--- src/rtl/dma_bus_seq.sv ---
module dma_bus_seq #(
  parameter int LEN_W    = 16,
  parameter int STROBE_W = 2
) (
  input  logic             clk,
  input  logic             rst_n,
  input  logic             start,
  input  logic [15:0]      cfg_addr,
  input  logic [LEN_W-1:0] cfg_len,
  input  logic             cfg_write,
  input  logic [7:0]       wr_data,
  input  logic             wr_valid,
  output logic             wr_ready,
  output logic [7:0]       rd_data,
  output logic             rd_valid,
  output logic             busy,
  output logic             done,
  output logic             busrq_n,
  input  logic             busack_n,
  output logic             bus_oe,
  output logic [7:0]       addr_lo,
  output logic             mreq_n,
  output logic             rd_n,
  output logic             wr_n,
  output logic             data_oe,
  output logic [7:0]       data_out,
  input  logic [7:0]       data_in,
  output logic             hi_req,
  output logic [7:0]       hi_byte,
  input  logic             hi_done
);
  localparam int CW = $clog2(STROBE_W) + 1;

  typedef enum logic [2:0] {
    S_IDLE, S_REQ, S_HI, S_SETUP, S_PREP, S_STRB, S_HOLD, S_REL
  } st_t;

  st_t             st;
  logic [15:0]     addr;
  logic [LEN_W-1:0] remain;
  logic            is_wr;
  logic [7:0]      wdat;
  logic [CW-1:0]   scnt;

  assign busy     = st != S_IDLE;
  assign wr_ready = st == S_SETUP && is_wr;
  assign hi_req   = st == S_HI;
  assign hi_byte  = addr[15:8];
  assign addr_lo  = addr[7:0];
  assign bus_oe   = st inside {S_HI, S_SETUP, S_PREP, S_STRB, S_HOLD};
  assign data_oe  = is_wr && st inside {S_PREP, S_STRB, S_HOLD};
  assign data_out = wdat;
  assign mreq_n   = st != S_STRB;
  assign rd_n     = !(st == S_STRB && !is_wr);
  assign wr_n     = !(st == S_STRB && is_wr);

  always_ff @(posedge clk or negedge rst_n) begin
    if (!rst_n) begin
      st       <= S_IDLE;
      addr     <= '0;
      remain   <= '0;
      is_wr    <= 1'b0;
      wdat     <= '0;
      scnt     <= '0;
      rd_data  <= '0;
      rd_valid <= 1'b0;
      busrq_n  <= 1'b1;
      done     <= 1'b0;
    end else begin
      rd_valid <= 1'b0;
      case (st)
        S_IDLE: if (start) begin
          addr   <= cfg_addr;
          remain <= cfg_len;
          is_wr  <= cfg_write;
          if (cfg_len == '0) begin
            done <= 1'b1;
          end else begin
            done    <= 1'b0;
            busrq_n <= 1'b0;
            st      <= S_REQ;
          end
        end
        S_REQ: if (!busack_n) st <= S_HI;
        S_HI:  if (hi_done) st <= S_SETUP;
        S_SETUP: begin
          if (!is_wr) st <= S_PREP;
          else if (wr_valid) begin
            wdat <= wr_data;
            st   <= S_PREP;
          end
        end
        S_PREP: begin
          scnt <= CW'(STROBE_W - 1);
          st   <= S_STRB;
        end
        S_STRB: begin
          if (scnt == '0) begin
            if (!is_wr) begin
              rd_data  <= data_in;
              rd_valid <= 1'b1;
            end
            st <= S_HOLD;
          end else begin
            scnt <= scnt - 1'b1;
          end
        end
        S_HOLD: begin
          remain <= remain - 1'b1;
          if (remain == LEN_W'(1)) begin
            st <= S_REL;
          end else begin
            addr <= addr + 16'd1;
            st   <= (addr[7:0] == 8'hFF) ? S_HI : S_SETUP;
          end
        end
        S_REL: begin
          busrq_n <= 1'b1;
          done    <= 1'b1;
          st      <= S_IDLE;
        end
        default: st <= S_IDLE;
      endcase
    end
  end
endmodule

--- config.mk ---
export PLATFORM = sky130hd
export DESIGN_NAME = dma_bus_seq
export DESIGN_NICKNAME = d
export VERILOG_FILES = /design/src/rtl/dma_bus_seq.sv
export SDC_FILE = /design/constraint.sdc
export NUM_CORES = 1
export LEC_CHECK = 0
export CAP_MARGIN = 40
export CORE_MARGIN = 10
export CORE_UTILIZATION = 34
export CTS_CLUSTER_SIZE = 30
export DETAILED_ROUTE_END_ITERATION = 8
export PLACE_DENSITY_LB_ADDON = 0.08
export SYNTH_ARGS = -nofsm -noshare
export SYNTH_HDL_FRONTEND = slang
export SYNTH_SLANG_ARGS = --single-unit
--- constraint.sdc ---
create_clock -name clk -period 5.5 [get_ports clk]
set_input_delay 0.55 -clock clk [delete_from_list [all_inputs] [get_ports clk]]
set_output_delay 0.55 -clock clk [all_outputs]
set_load 0.05 [all_outputs]
==> results.md <==
Die:
- From bottom edge to top edge, the die measures between 100 and 150 µm.
- The initial utilization of the core area, before any placement, comes to 0.3472.
- The top-level port count is 98.
- The floorplan step defined a core boundary enclosing roughly 9000 µm².
- The area of the die is around 14000 µm².
- The width of the die is around 120 µm.
- In this run the core area contains 35 standard-cell rows.

Critical path:
- Counting both buffers and inverters, the worst setup path holds a total of 2.
- For flop-to-flop paths, the worst setup slack is roughly 2.8 ns.
- The critical path start-end classification is flip-flop to output pin.
- The library cell contributing the largest single delay on the critical path is clkdlybuf4s50_1.
- The most critical setup path has its endpoint at bus_oe.
- Among cell families on the critical path, the largest total delay comes from buffers and inverters.
- The cell occurring most often along the worst timing path is o21ai_0.
- At the worst endpoint, the arrival time is 2.57 ns.
- STA classifies the critical path endpoint as an output pin.
- The worst register-to-register path begins at st[0].
- Counting cells, the worst reg-to-reg path comes to 7.
- The terminus of the critical flop-to-flop path is remain[12].
- The required time at the endpoint of the critical path is 4.95 ns.
- The critical path crosses 6 cells after its start point.
- STA classifies the critical path startpoint as a flip-flop.
- Walking the worst path, the cells encountered are inv_1 -> ha_1 -> o21ai_0 -> o21ai_0 -> or2_2 -> clkdlybuf4s50_1.
- The highest fanout seen on the critical path is 8.
- The largest single stage delay on the critical path is a little over 0.7 ns.
- Tracing the worst setup path back leads to its startpoint at st[1].

Min path:
- The path class of the tightest hold or removal check is primary input to asynchronous set/reset pin.

Cells and area:
- Once layout is complete, the utilization of the core stands at 0.4802.
- The number of antenna diodes in the final layout is 0.
- The total of fill cells in the finished design is between 900 and 1000.
- The area overhead of the layout relative to synthesis is 38.31%.
- At the end of the flow, the number of nets in the layout was approximately 500.
- Of the cells placed in the final design, the portion with a size suffix greater than 1 is 0.09318.

Synth:
- The number of synthesized flops with an enable pin is 0.
- The synthesized flop and latch total is 57.
- Synthesis produced between 300 and 400 cells.
- The area share of the leading cell type in the synthesized netlist is 0.4409.
- The largest family of logic cells by synthesized area is simple AND/OR/NAND/NOR gates.
- The area share of xor/xnor cells in the synthesized design is 0.
- The share of synthesized cell area in full adder, half adder and majority cells is 0.03150.
- The multiplexer share of the synthesized area is 0.06299.
- In the post-synthesis netlist, the biggest area contributors are dfrtp_1 (44%), mux2_2 (5.7%), nand2_1 (3.8%), nor2_1 (3.8%), a21oi_1 (3.5%).
- The net count of the mapped netlist is just over 400.
- The cell with the most instances after synthesis is dfrtp_1.
- After synthesis the cells add up to approximately 3200 µm².
- The yosys synthesis warning count is 0.
- The top cell type by total area after synthesis is dfrtp_1.
- For this run, the register share of the synthesized area comes to 0.4492.
- Of the total synthesized cell area, the portion taken by AND, OR, NAND and NOR gates is 0.2197.
- After synthesis, the share of flip-flops with an asynchronous set or reset is 1.000.
- Each instance of the synthesized netlist takes up on average slightly above 9 µm².
- The most used flip-flop cell after synthesis is dfrtp_1.
- The synthesized-area fraction occupied by ao, oa, aoi and oai cells is 0.1866.
- By count the netlist is led by dfrtp_1 (56), nand2_1 (32), nor2_1 (32).
- The synthesized netlist contains 54 unique library cells.

Clock network:
- Once the clock tree was built, the resizer swapped 0 gates to a different size.
- The level count of the clock H-tree is 3.
- The number of sinks on the clock net is 57.
- The number of buffers added by the clock tree synthesis step is 9.
- The worst-skew pair later-pin latency is 0.34 ns.
- The number of setup buffers added after CTS is 0.
- The hold buffer count at cts is 0.
- The clock transition at the register clock pins on the worst setup and hold paths after CTS is approximately 0.07 ns.
- The number of buffers between clock root and the deepest sink is 2.
- The TritonCTS clock tree is yes.
- The root cell of the clock tree is clkbuf_8.

STA:
- The share of the clock period used by the worst path is 0.5675.
- Setup violations remaining at the end of the flow were counted as 0.
- The maximum clock frequency is between 300 and 400 MHz.
- The number of endpoints with negative hold slack in the final report is 0.
- Counting I/O delays and the setup requirement, the final critical path takes between 3 and 4 ns.
- The setup total negative slack is 0 ns.
- The slew of the pin with the lowest slew margin is a little under 0.9 ns.
- The final max-slew violation count is 0.
- The clock arrives with between 0.01 and 0.015 ns of skew.
- Setup repair after global routing left no endpoint under its margin.
- Measured against its own limit, the worst slew margin works out to 0.4223.

Route:
- Wires add up to 9314 µm.
- The remaining number of nets flagged by the antenna check after routing is 0.
- In the final routed layout, each cell accounts on average for 16.90 µm.
- The first detailed-routing pass ran for 5 iterations.
- The number of vias per cell after detailed routing is between 5 and 6.
- The number of DRC violations after detailed-routing iteration 0 is between 100 and 150.
- Summing over every cut layer, the via total after detailed routing is between 2000 and 3000.
- The number of remaining DRC errors is 0.

Power:
- Dividing total power by cell area gives a power density of between 600 and 700 nW/µm².
- In this run the static leakage power is roughly 1.8 nW.
- The worst-case IR drop observed on VDD is around 270 µV.

Global route:
- Entering global routing, the biggest net connects 58 pins.
- The initial antenna violation count is 0.
- For met1 alone, demand over resource in global routing was 0.1695.
- The via count of the first global-routing pass is 3008.
- The first-pass GRT wire length is 15030 µm.
- The most used routing layer is met2.
- The met2 global-route usage is 0.2175.
- The total global-route track usage is 0.1377.
- For this run the aggregate overflow at the end of global routing stands at 0.
- In the global route stage, met3 resource usage came out at 0.05496.

Placement:
- Once detailed placement completed, the half-perimeter wirelength came to just under 7000 µm.
- The count of port buffers added during placement is 97.
- At the end of routability-driven placement, the weighted congestion stood at about 0.81.

Run:
- The count of maximum capacitance violations is 0.

Run status:
- The flow ran to the end, and the final reports show no timing, DRC or antenna violations.
[worst min-delay path by stage]
stage / startpoint / endpoint / cells after the start
2_1_floorplan: rst_n / addr[0] / 0
3_3_place_gp: busrq_n / busrq_n / 2
3_5_place_dp: busrq_n / busrq_n / 2
4_1_cts: rst_n / remain[15] / 2
5_1_grt: rst_n / remain[15] / 2
6_report: rst_n / remain[15] / 2
[logic make-up (layout without fill, tap and decap cells)]
logic type	after synthesis	in the layout
fa+ha+maj	8	8
flops	57	57
buf+inv	32	129
simple gates	137	137
compound gates	91	91
mux	18	18
[state kept, by name, summed over array words and instances (netlist names)]
register	count
scnt	2
addr	16
rd_data	8
st	3
data_out	8
busrq_n	1
remain	16
done	1
rd_valid	1
is_wr	1
[stage by stage]
stage | setup slack [ns] | std cells | hold WS (ns) | power (W) | instance area, µm²
after detailed placement | 2.738 | 535 | 0.4716 | 0.002284 | 4188
after floorplan | 3.335 | 343 | 0.2544 | 0.001804 | 3178
final | 2.379 | 551 | 0.3532 | 0.002677 | 4395
after global placement | 2.780 | 535 | 0.4692 | 0.002270 | 4188
after global routing | 2.193 | 551 | 0.4148 | 0.002872 | 4395
after CTS | 2.363 | 551 | 0.3859 | 0.002713 | 4395
[per-layer routing]
layer,wire (µm),part of all wire,vias to the layer above
met5,0,0,-
met1,4025,0.43,1411
met3,847,0.091,8
li1,-,-,1446
met4,85,0.0091,0
met2,4356,0.47,88
[cell type report]
cell class / instances / area (µm²) / share of cell area
clock buffer: 14 / 172.7 / 0.03928
multi-input combinational: 254 / 1592 / 0.3621
inverter: 15 / 56.30 / 0.01281
timing repair buffer: 98 / 973.4 / 0.2215
tap: 111 / 138.9 / 0.03160
clock inverter: 2 / 35.03 / 0.007970
sequential: 57 / 1428 / 0.3248
[power breakdown]
part           internal (W)  switching (W)
clock network      0.000246       0.000167
registers          0.000625       0.000196
logic              0.000537       0.000906
[placed cells by master, fill, tap and decap left out, types with 3 or more instances in the layout]
cell,instances
a211oi_1,4
a21oi_1,22
a221o_1,3
a311oi_1,5
a31oi_1,3
and2_1,3
and3_1,7
clkbuf_8,12
clkdlybuf4s50_1,96
dfrtp_1,56
ha_1,8
inv_1,15
mux2_2,16
nand2_1,32
nand2b_1,5
nand3_1,17
nor2_1,32
nor3_1,15
nor4_1,7
o211ai_1,8
o21ai_0,20
o22ai_1,6
o31ai_1,4
Power figures use the tool's default switching activity.
